File: config.mk
export PLATFORM = sky130hd
export DESIGN_NAME = flash_cmd_seq
export DESIGN_NICKNAME = d
export VERILOG_FILES = /design/src/rtl/flcs_pkg.sv /design/src/rtl/flcs_prot_cmp.sv /design/src/rtl/flcs_array_stub.sv /design/src/rtl/flcs_ctrl.sv /design/src/rtl/flash_cmd_seq.sv
export SDC_FILE = /design/constraint.sdc
export NUM_CORES = 1
export LEC_CHECK = 0
export ABC_AREA = 1
export ABC_CLOCK_PERIOD_IN_PS = 3600
export BUFFER_PORTS_ARGS = -buffer_cell sky130_fd_sc_hd__buf_2
export CAP_MARGIN = 20
export CELL_PAD_IN_SITES_DETAIL_PLACEMENT = 0
export CELL_PAD_IN_SITES_GLOBAL_PLACEMENT = 1
export CORE_ASPECT_RATIO = 2
export CORE_MARGIN = 8
export CORE_UTILIZATION = 44
export DETAILED_ROUTE_END_ITERATION = 16
export GPL_ROUTABILITY_DRIVEN = 1
export PLACE_DENSITY_LB_ADDON = 0.1
export SETUP_SLACK_MARGIN = 0.3
export SYNTH_ARGS = -nofsm -noshare
export SYNTH_HDL_FRONTEND = slang
export SYNTH_SLANG_ARGS = --single-unit
File: constraint.sdc
create_clock -name clk -period 3.6 [get_ports clk]
set_clock_uncertainty 0.1 [all_clocks]
set_input_delay 0.72 -clock clk [delete_from_list [all_inputs] [get_ports clk]]
set_output_delay 0.72 -clock clk [all_outputs]
set_load 0.02 [all_outputs]
File: src/rtl/flcs_pkg.sv
package flcs_pkg;
   localparam int STAT_LAUNCH_BIT = 7;
   localparam int STAT_ACC_BIT    = 5;
   localparam int STAT_PROT_BIT   = 4;

   typedef enum logic [1:0] {
      RSEL_DIV  = 2'd0,
      RSEL_CMD  = 2'd1,
      RSEL_STAT = 2'd2,
      RSEL_PROT = 2'd3
   } rsel_e;

   localparam logic [7:0] OPC_SINGLE = 8'h20;
   localparam logic [7:0] OPC_BURST  = 8'h25;
endpackage

File: src/rtl/flcs_prot_cmp.sv
module flcs_prot_cmp #(
   parameter int ADDR_W  = 6,
   parameter bit PROT_EN = 1'b1
) (
   input  logic [ADDR_W-1:0] tgt_addr,
   input  logic [ADDR_W-1:0] bound,
   output logic              hit
);
   generate
      if (PROT_EN) begin : g_cmp
         assign hit = (bound != '0) && (tgt_addr >= bound);
      end else begin : g_off
         assign hit = 1'b0 & (^{tgt_addr, bound});
      end
   endgenerate
endmodule

File: src/rtl/flcs_array_stub.sv
module flcs_array_stub #(
   parameter int ADDR_W   = 6,
   parameter int DATA_W   = 8,
   parameter int PROG_CYC = 3
) (
   input  logic              clk,
   input  logic              rst_n,
   input  logic              req,
   input  logic [ADDR_W-1:0] req_addr,
   input  logic [DATA_W-1:0] req_data,
   output logic              busy,
   output logic              fin,
   input  logic [ADDR_W-1:0] rd_addr,
   output logic [DATA_W-1:0] rd_data
);
   localparam int DEPTH = 1 << ADDR_W;
   localparam int CNT_W = $clog2(PROG_CYC + 1);

   if (PROG_CYC < 1) begin : g_bad_prog
      $error("PROG_CYC must be at least 1");
   end

   logic [DATA_W-1:0] mem [DEPTH];
   logic [CNT_W-1:0]  cnt;

   assign fin     = busy && (cnt == '0);
   assign rd_data = mem[rd_addr];

   always_ff @(posedge clk) begin
      if (!rst_n) begin
         busy <= 1'b0;
         cnt  <= '0;
         for (int i = 0; i < DEPTH; i++) mem[i] <= '1;
      end else begin
         if (req && !busy) begin
            mem[req_addr] <= mem[req_addr] & req_data;
            busy          <= 1'b1;
            cnt           <= CNT_W'(PROG_CYC - 1);
         end else if (fin) begin
            busy <= 1'b0;
         end else if (busy) begin
            cnt <= cnt - 1'b1;
         end
      end
   end
endmodule

File: src/rtl/flcs_ctrl.sv
module flcs_ctrl
   import flcs_pkg::*;
#(
   parameter int ADDR_W   = 6,
   parameter int DATA_W   = 8,
   parameter int HOLD_CYC = 4
) (
   input  logic              clk,
   input  logic              rst_n,
   input  logic              bus_we,
   input  logic              bus_reg_sel,
   input  logic [ADDR_W-1:0] bus_addr,
   input  logic [DATA_W-1:0] bus_wdata,
   input  logic              prot_hit,
   input  logic              arr_busy,
   input  logic              arr_fin,
   output logic              arr_req,
   output logic [ADDR_W-1:0] arr_addr,
   output logic [DATA_W-1:0] arr_data,
   output logic [ADDR_W-1:0] prot_bound,
   output logic              buf_empty,
   output logic              cmd_done,
   output logic              acc_err,
   output logic              prot_err
);
   localparam int HOLD_W = $clog2(HOLD_CYC + 1);

   if (HOLD_CYC < 4) begin : g_bad_hold
      $error("HOLD_CYC must be at least 4");
   end
   if (DATA_W < 8 || DATA_W < ADDR_W) begin : g_bad_width
      $error("DATA_W must be at least 8 and at least ADDR_W");
   end
   if (ADDR_W < 2) begin : g_bad_addr
      $error("ADDR_W must be at least 2");
   end

   logic              div_set, staged, pending, burst_q, inflight_burst;
   logic [7:0]        opcode;
   logic [HOLD_W-1:0] hold_cnt, since_launch;

   logic  reg_wr, fl_wr, stat_wr, err_any, op_ok, launch_req;
   logic  fl_bad, fl_ok, launch_bad, launch_prot, launch_ok;
   rsel_e rsel;

   assign rsel        = rsel_e'(bus_addr[1:0]);
   assign reg_wr      = bus_we && bus_reg_sel;
   assign fl_wr       = bus_we && !bus_reg_sel;
   assign stat_wr     = reg_wr && (rsel == RSEL_STAT);
   assign err_any     = acc_err || prot_err;
   assign op_ok       = (opcode == OPC_SINGLE) || (opcode == OPC_BURST);
   assign launch_req  = stat_wr && bus_wdata[STAT_LAUNCH_BIT];

   assign fl_bad      = fl_wr && !err_any && (!div_set || staged || !buf_empty);
   assign fl_ok       = fl_wr && !err_any && !fl_bad;
   assign launch_bad  = launch_req && !err_any && (!staged || !op_ok);
   assign launch_prot = launch_req && !err_any && staged && op_ok && prot_hit;
   assign launch_ok   = launch_req && !err_any && staged && op_ok && !prot_hit;

   assign arr_req     = pending && (hold_cnt == '0) && !arr_busy;

   always_ff @(posedge clk) begin
      if (!rst_n) begin
         div_set        <= 1'b0;
         staged         <= 1'b0;
         pending        <= 1'b0;
         burst_q        <= 1'b0;
         inflight_burst <= 1'b0;
         opcode         <= '0;
         hold_cnt       <= '0;
         since_launch   <= HOLD_W'(HOLD_CYC);
         arr_addr       <= '0;
         arr_data       <= '0;
         prot_bound     <= '0;
         buf_empty      <= 1'b1;
         cmd_done       <= 1'b1;
         acc_err        <= 1'b0;
         prot_err       <= 1'b0;
      end else begin
         if (reg_wr && rsel == RSEL_DIV)                div_set    <= 1'b1;
         if (reg_wr && rsel == RSEL_CMD && !err_any)    opcode     <= bus_wdata[7:0];
         if (reg_wr && rsel == RSEL_PROT)               prot_bound <= bus_wdata[ADDR_W-1:0];
         if (stat_wr && bus_wdata[STAT_ACC_BIT])        acc_err    <= 1'b0;
         if (stat_wr && bus_wdata[STAT_PROT_BIT])       prot_err   <= 1'b0;

         if (fl_bad) begin
            acc_err <= 1'b1;
            staged  <= 1'b0;
         end
         if (fl_ok) begin
            staged   <= 1'b1;
            arr_addr <= bus_addr;
            arr_data <= bus_wdata;
         end
         if (launch_bad) begin
            acc_err <= 1'b1;
            staged  <= 1'b0;
         end
         if (launch_prot) begin
            prot_err <= 1'b1;
            staged   <= 1'b0;
         end

         if (pending && hold_cnt != '0) hold_cnt <= hold_cnt - 1'b1;
         if (since_launch != HOLD_W'(HOLD_CYC)) since_launch <= since_launch + 1'b1;

         if (arr_req) begin
            pending        <= 1'b0;
            inflight_burst <= burst_q;
            if (burst_q) buf_empty <= 1'b1;
         end
         if (arr_fin) begin
            if (!inflight_burst) buf_empty <= 1'b1;
            if (!pending)        cmd_done  <= 1'b1;
         end

         if (launch_ok) begin
            staged       <= 1'b0;
            pending      <= 1'b1;
            hold_cnt     <= HOLD_W'(HOLD_CYC);
            since_launch <= '0;
            burst_q      <= (opcode == OPC_BURST);
            buf_empty    <= 1'b0;
            cmd_done     <= 1'b0;
         end
      end
   end

   AST_FLAG_HOLD: assert property (@(posedge clk) disable iff (!rst_n)
      ($rose(buf_empty) || $rose(cmd_done)) |-> (since_launch == HOLD_W'(HOLD_CYC)));
   AST_ACC_STICKY: assert property (@(posedge clk) disable iff (!rst_n)
      (acc_err && !(stat_wr && bus_wdata[STAT_ACC_BIT])) |=> acc_err);
   AST_LAUNCH_CLEAN: assert property (@(posedge clk) disable iff (!rst_n)
      $fell(buf_empty) |-> $past(!acc_err && !prot_err && div_set));
   AST_DONE_EMPTY: assert property (@(posedge clk) disable iff (!rst_n)
      cmd_done |-> (buf_empty && !arr_busy));
   AST_PROT_HELD: assert property (@(posedge clk) disable iff (!rst_n)
      $rose(prot_err) |-> (buf_empty && !pending));
endmodule

File: src/rtl/flash_cmd_seq.sv
module flash_cmd_seq #(
   parameter int ADDR_W   = 6,
   parameter int DATA_W   = 8,
   parameter int PROG_CYC = 3,
   parameter int HOLD_CYC = 4,
   parameter bit PROT_EN  = 1'b1
) (
   input  logic              clk,
   input  logic              rst_n,
   input  logic              bus_we,
   input  logic              bus_reg_sel,
   input  logic [ADDR_W-1:0] bus_addr,
   input  logic [DATA_W-1:0] bus_wdata,
   input  logic [ADDR_W-1:0] rd_addr,
   output logic [DATA_W-1:0] rd_data,
   output logic              buf_empty,
   output logic              cmd_done,
   output logic              acc_err,
   output logic              prot_err
);
   logic              arr_req, arr_busy, arr_fin, prot_hit;
   logic [ADDR_W-1:0] arr_addr, prot_bound;
   logic [DATA_W-1:0] arr_data;

   flcs_ctrl #(.ADDR_W(ADDR_W), .DATA_W(DATA_W), .HOLD_CYC(HOLD_CYC)) ctrl_i (
      .clk(clk), .rst_n(rst_n),
      .bus_we(bus_we), .bus_reg_sel(bus_reg_sel), .bus_addr(bus_addr), .bus_wdata(bus_wdata),
      .prot_hit(prot_hit), .arr_busy(arr_busy), .arr_fin(arr_fin),
      .arr_req(arr_req), .arr_addr(arr_addr), .arr_data(arr_data), .prot_bound(prot_bound),
      .buf_empty(buf_empty), .cmd_done(cmd_done), .acc_err(acc_err), .prot_err(prot_err)
   );

   flcs_prot_cmp #(.ADDR_W(ADDR_W), .PROT_EN(PROT_EN)) prot_i (
      .tgt_addr(arr_addr), .bound(prot_bound), .hit(prot_hit)
   );

   flcs_array_stub #(.ADDR_W(ADDR_W), .DATA_W(DATA_W), .PROG_CYC(PROG_CYC)) array_i (
      .clk(clk), .rst_n(rst_n),
      .req(arr_req), .req_addr(arr_addr), .req_data(arr_data),
      .busy(arr_busy), .fin(arr_fin),
      .rd_addr(rd_addr), .rd_data(rd_data)
   );
endmodule

==> impl_results.md, run 1 <==
- Bufs and invs on worst path: 5
- Number of standard cells after synthesis: 3,814
- WHS: 0.308 ns
- Post-synthesis instance area: 31,000 sq um
- Antenna violations before repair: 2
- Flip-flop cell with the highest count after synthesis: edfxtp_1
- Max Transition Viols Final: 0
- Post-DRT Antenna Nets: 0
- Critical Path, Cell by Cell: clkbuf_16, clkinv_16, buf_4, buf_4, o21ai_0, o22ai_1, nand2_1, nand2_1, nand2_1, nand3_2, nand3_2, nand2_2, buf_4
- Mean instance size in the synthesized netlist: 8.12 sq um
- Core Rows: 137
- Fraction of final layout cells with drive strength greater than 1: 12.1%
- Routed met3 length: 8.83 mm
- Number of nets at the end of the flow: 3,870
- Num CTS Buffers: 53
- Compound-Gate Fraction of Synth Area: 8.63%
- CP Capture Type: output pin
- Post-synthesis simple-gate area fraction: 31.2%
- Clock-pin slew on the worst setup and hold paths: 0.07 ns
- Aggregate negative setup slack: 0 ns
- Nature of the critical path startpoint: input pin
- Final setup fails: 0
- Slowest-stage cell, CP: clkbuf_16
- PwrDens: 410 nW/um^2
- Die Footprint: 79,600 sq um
- Share of cell area taken by muxes after synthesis: 0%
- Area added between synthesis and finish: 14.5%
- CP top delay family: buffers and inverters
- Synth top area share: 49.7%
- Largest vdd supply drop: 0.449 mV
- Relative slew slack: 20.7%
- Clk Latency, worst-skew pair: 0.64 ns
- Global route total overflow: 0
- FFs w/ async S/R, synth: 0%
- Top cells by area in the synthesized netlist: edfxtp_1 50%, nand2_1 17%, nand3_1 8.5%
- Cell total after placement: 4,662
- Final cell count without fillers: 4,785
- Class of the most critical setup path: in2out
- Min-Delay Path Class: in2reg
- Area share of xor/xnor cells in the synthesized design: 0.0566%
- Number of filler cells placed in the layout: 6,613
- Sequential fraction of the synthesis area: 52.8%
- Overall power after layout: 14.5 mW
- Number of library cell types mapped by synthesis: 34
- Half-perimeter wire length after detailed placement: 88.1 mm
- Largest net degree at the start of global routing: 109
- Number of H-tree levels: 2
- Yosys Warn Count: 0
- Minimum clock period after layout: 3.31 ns
- Leading area contributor after synthesis: edfxtp_1
- Arrival time reported for the critical path endpoint: 2.49 ns
- Final Hold Viols: 0
- Port bufs: 35
- Core area: 69,800 sq um
- Die Width: 204 um
- Wire length after detailed routing: 130 mm
- Initial drt markers: 2,693
- RSZ-0062 raised after global routing: yes
- Max stage delay on crit path: 0.19 ns
- Vias in the first global route: 28,500
- Deepest clock path buffer count: 3
- Overall track demand over capacity in global routing: 31.9%
- Leak: 12.4 nW
- Final worst path period share: 91.8%
- Initial core utilization: 44.4%
- Run status: finished clean
- Uppermost layer routed: met4
- Max-cap violations: 0
- Worst Path Max Fanout: 10
- Dominant combinational cell family by area after synthesis: simple AND/OR/NAND/NOR gates
- Count of TritonRoute iterations in the first routing pass: 9
- Adder-cell share of the synthesized area: 0.364%
- Syn nets: 3,847
- Fmax achieved: 303 MHz
- Weighted congestion reported at the end of routability-driven placement: 0.971
- DRC errors left: 0
- Most repeated cell in the gate-level netlist after synthesis: nand2_1
- Met2 routed WL: 65.4 mm
- Data required time at the worst endpoint: 2.78 ns
- Total number of vias: 28,700
- Number of placed I/O pins: 36
- Routed WL per cell: 27.3 um
- DRT met1 WL: 43.8 mm
- #FFs+latches synth: 561
- Buffer cell driving the clock tree root: clkbuf_16
- Global-route wire length before repair: 187 mm
- CTS sink cnt: 561
- Die Span Y: 391 um
- Transition time at the pin with the least slew margin: 1.19 ns
- Number of synthesized flops with an enable pin: 512
- Most numerous cell types in the synthesized netlist: 1,441 x nand2_1, 528 x nand3_1, 512 x edfxtp_1
- Clock tree from TritonCTS: done
- Vias per Instance: 6.00
worst reg2reg max path, stage by stage (launching register included):
cell     delay (ns)
dfxtp_4        0.38
inv_4          0.33
buf_12         0.27
buf_4          0.21
nand3_1        0.09
nand3_1        0.10
nand2_1        0.10
nand2_1        0.09
nand3_1        0.24
nand3_1        0.22
nand2_1        0.13
nand2_4        0.10
buf_4          0.42
nand2_1        0.12
through the flow:
stage / cell area (sq um) / util [%] / setup slack (ns)
final: 35400 / 50.8 / 0.294
after global routing: 35400 / 50.8 / 0.276
after CTS: 34900 / 50.0 / 0.218
after detailed placement: 32700 / 46.8 / 0.00912
after global placement: 32600 / 46.7 / -0.0430
after floorplan: 31000 / - / 0.767
layout by cell type (no fill, tap or decap), types with 9 or more instances in the layout:
cell type	n
nand2_1	1416
edfxtp_1	512
nand3_1	502
o21ai_0	322
nor2_1	309
buf_4	167
o22ai_1	97
inv_1	90
clkbuf_16	63
a21oi_1	48
dfxtp_1	46
buf_12	37
buf_2	25
nand2_2	24
nand3_2	23
nor2_2	19
nor3_1	18
o21ai_1	17
clkinv_2	11
buf_16	11
ha_1	9
buf_6	9
cell type report:
class	instances	area, sq um	area share, %
inverters	102	442	1.25
clock buffers	62	1420	4.01
flip-flops and latches	561	16400	46.2
diodes	1	2.50	0.00706
multi-input cells	2856	12800	36.0
well taps	903	1130	3.19
repair buffers	263	2900	8.19
clock inverters	37	415	1.17
report_power, final:
group	internal (mW)	leakage [nW]	switching [mW]
clock	3.36	0.901	2.69
sequential	7.08	3.86	0.0126
combinational	0.435	7.61	0.943
state kept, by name (all words and copies together), names as in the netlist, 2 cells and up, named ones only:
signal	flops
ctrl_i.arr_addr	6
ctrl_i.hold_cnt	3
ctrl_i.opcode	8
ctrl_i.prot_bound	6
array_i.cnt	2
array_i.mem	512
ctrl_i.arr_data	8
worst paths after layout:
| path | from | endpoint | slack (ns) | cells after the start |
|---|---|---|---|---|
| worst max-delay path | rd_addr[0] | rd_data[1] | 0.29 | 13 |
| worst min-delay path | bus_wdata[4] | ctrl_i.opcode[4] | 0.31 | 3 |
| worst max register to register | flip-flop | array_i.mem[34][4] | 0.41 | 13 |
| worst min register to register | ctrl_i.inflight_burst | ctrl_i.inflight_burst | 0.36 | 2 |
logic make-up (layout without fill, tap and decap cells):
logic type,count (synthesis),after routing
XOR/XNOR,2,2
buffers and inverters,397,464
other,0,1
flip-flops,561,561
AND/OR/NAND/NOR,2340,2340
AO/OA/AOI/OAI,505,505
adder cells (fa/ha/maj),9,9
routing by layer:
| metal | up-vias | track usage, % |
|---|---|---|
| met2 | 1570 | 55.5 |
| met4 | 0 | 27.5 |
| met1 | 13700 | 33.9 |
| li1 | 12900 | - |
| met5 | - | 0 |
| met3 | 464 | 3.84 |
repair_timing:
item / 4_1_cts / 5_1_grt
hold buffers: 0 / 0
pin swaps: 2 / 26
setup endpoints to repair: 55 / 55
gates resized for setup: 39 / 95
cloned: 6 / 8
buffers inserted: 2 / 7
Note: power is estimated with default switching activity, not from simulation.
==> run 2: changes to the inputs <==
Settings changed: CORE_UTILIZATION 44 to 28.
==> impl_results.md, run 2 (same netlist as run 1, synthesis figures left out) <==
- Final Hold Viols: 0 (unchanged)
- Minimum clock period after layout: 3.34 ns (was 3.31 ns)
- Buffer cell driving the clock tree root: clkbuf_16 (unchanged)
- CP top delay family: simple AND/OR/NAND/NOR gates (was buffers and inverters)
- Area added between synthesis and finish: 18.4% (was 14.5%)
- Antenna violations before repair: 2 (unchanged)
- Die Footprint: 122,000 sq um (was 79,600 sq um)
- Slowest-stage cell, CP: bufbuf_16 (was clkbuf_16)
- Initial drt markers: 2,191 (was 2,693)
- RSZ-0062 raised after global routing: yes (unchanged)
- Overall track demand over capacity in global routing: 24.0% (was 31.9%)
- Worst Path Max Fanout: 8 (was 10)
- Data required time at the worst endpoint: 2.78 ns (about the same)
- Min-Delay Path Class: in2reg (unchanged)
- Largest vdd supply drop: 0.381 mV (was 0.449 mV)
- Bufs and invs on worst path: 4 (was 5)
- Number of H-tree levels: 2 (unchanged)
- Routed WL per cell: 28.1 um (was 27.3 um)
- Die Span Y: 486 um (was 391 um)
- Core area: 110,000 sq um (was 69,800 sq um)
- Count of TritonRoute iterations in the first routing pass: 5 (was 9)
- Wire length after detailed routing: 150 mm (was 130 mm)
- Global route total overflow: 0 (unchanged)
- Clock tree from TritonCTS: done (unchanged)
- Final worst path period share: 92.9% (was 91.8%)
- Largest net degree at the start of global routing: 98 (was 109)
- Clk Latency, worst-skew pair: 0.66 ns (was 0.64 ns)
- Half-perimeter wire length after detailed placement: 103 mm (was 88.1 mm)
- Deepest clock path buffer count: 3 (unchanged)
- GR Util met3: 2.07% (was 3.84%)
- Run status: finished clean (unchanged)
- Num CTS Buffers: 56 (was 53)
- GR Layer Usage met2: 45.3% (was 55.5%)
- Aggregate negative setup slack: 0 ns (unchanged)
- CP dominant cell by count: nand3_1
- Weighted congestion reported at the end of routability-driven placement: 0.843 (was 0.971)
- Met1 Use GR: 25.4% (was 33.9%)
- Most used routing layer in global routing: met2 (unchanged)
- Transition time at the pin with the least slew margin: 1.13 ns (was 1.19 ns)
- Register with the most flip-flops: array_i.mem (unchanged)
- Overall power after layout: 15.0 mW (was 14.5 mW)
- Arrival time reported for the critical path endpoint: 2.52 ns (was 2.49 ns)
- Vias per Instance: 5.22 (was 6.00)
- Vias in the first global route: 28,500 (about the same)
- Largest register FFs: 512 (unchanged)
- Class of the most critical setup path: in2out (unchanged)
- Port bufs: 35 (unchanged)
- Critical Path, Cell by Cell: buf_16, clkinv_16, bufbuf_16, nand2_1, nand3_1, nand3_1, nand2_2, a21oi_1, nand2_1, nand3_1, nand2_2, buf_4 (was clkbuf_16, clkinv_16, buf_4, buf_4, o21ai_0, o22ai_1, nand2_1, nand2_1, nand2_1, nand3_2, nand3_2, nand2_2, buf_4)
- PwrDens: 408 nW/um^2 (was 410 nW/um^2)
- Relative slew slack: 24.7% (was 20.7%)
- Number of placed I/O pins: 36 (unchanged)
- Initial core utilization: 28.2% (was 44.4%)
- Core Rows: 172 (was 137)
- CP Capture Type: output pin (unchanged)
- Die Width: 251 um (was 204 um)
- Final setup fails: 0 (unchanged)
- Number of buffers inserted by hold repair at cts: 0 (unchanged)
- Highest-count cells in the layout ignoring fill and taps: 1,406 x nand2_1, 512 x nand3_1, 512 x edfxtp_1 (was 1,416 x nand2_1, 512 x edfxtp_1, 502 x nand3_1)
- Max-cap violations: 0 (unchanged)
- Nature of the critical path startpoint: input pin (unchanged)
- Leak: 12.7 nW (was 12.4 nW)
- Fraction of final layout cells with drive strength greater than 1: 13.3% (was 12.1%)
- Largest registers ranked by flip-flop count: array_i.mem (512), ctrl_i.arr_data (8), ctrl_i.opcode (8) (unchanged)
- Max stage delay on crit path: 0.30 ns (was 0.19 ns)
- Total number of vias: 27,800 (was 28,700)
- Number of nets at the end of the flow: 3,919 (was 3,870)
- Most common library cell in the layout ignoring fill and taps: nand2_1 (unchanged)
- Number of filler cells placed in the layout: 11,700 (was 6,613)
- Clock-pin slew on the worst setup and hold paths: 0.07 ns (about the same)
- CTS sink cnt: 561 (unchanged)
- Global-route wire length before repair: 211 mm (was 187 mm)
- DRC errors left: 0 (unchanged)
- Fmax achieved: 299 MHz (was 303 MHz)
- Post-DRT Antenna Nets: 0 (unchanged)
- Max Transition Viols Final: 0 (unchanged)
## run 2: cell types whose count changed in the layout (fill, tap and decap cells not counted), moves of 9 or more
cell | previous run | this run
nand3_1 | 502 | 512
nand2_1 | 1416 | 1406
nand2_2 | 24 | 34
nand3_2 | 23 | 14
buf_4 | 167 | 196
buf_12 | 37 | 52
## run 2: where the power goes
group	switching, mW	internal, mW	total (mW)
registers	0.0150	7.08	7.09
logic	0.992	0.468	1.46
clock network	2.83	3.58	6.41
total	3.84	11.1	15.0
## run 2: timing repair
action                                 in CTS  in global routing
buffers inserted                            9                  1
endpoints found under the hold margin       0                  0
resized for setup                          90                 61
setup endpoints to repair                   8                 88
pin swaps                                  22                 16
gates cloned                               14                  1
## run 2: final timing paths
path | to | depth (start not counted) | from | slack (ns)
max | rd_data[0] | 12 | rd_addr[0] | 0.26
min | ctrl_i.arr_data[1] | 3 | bus_wdata[1] | 0.25
max reg2reg | array_i.mem[8][3] | 12 | ctrl_i.hold_cnt[0] | 0.42
min reg2reg | ctrl_i.inflight_burst | 2 | ctrl_i.inflight_burst | 0.36
## run 2: worst reg2reg max path, cell delays in order (launching register included)
cell	delay, ns
dfxtp_1	0.30
inv_1	0.08
ha_1	0.17
ha_1	0.16
inv_1	0.07
nor3_2	0.21
inv_2	0.10
nor2_2	0.27
inv_2	0.31
nor2_1	0.21
inv_2	0.23
nor2_2	0.58
nand2_1	0.12
## run 2: per-stage QoR
step	area, sq um	setup slack [ns]	hold WS (ns)	utilization [%]	cells
2_1_floorplan	31000	0.767	0.336	-	3814
3_3_place_gp	33700	-0.0477	0.347	30.7	5195
3_5_place_dp	33700	-0.0230	0.356	30.7	5195
4_1_cts	36500	0.297	0.220	33.2	5322
5_1_grt	36600	0.211	0.257	33.4	5325
6_report	36600	0.257	0.254	33.4	5328
## run 2: final cells by class
cell class	count	area, sq um	area share [%]
multi-input combinational	2856	12700	34.8
inverter	102	432	1.18
timing repair buffer	308	3410	9.32
antenna	4	10.0	0.0273
clock inverter	33	354	0.966
clock buffer	71	1570	4.29
sequential	561	16400	44.7
timing repair inverter	1	11.3	0.0307
tap	1392	1740	4.75
## run 2: per-layer routing
metal / part of all wire [%] / up-vias
met4: 7.2 / 0
li1: - / 13000
met5: 0 / -
met1: 36 / 13700
met2: 53 / 813
met3: 3.5 / 295
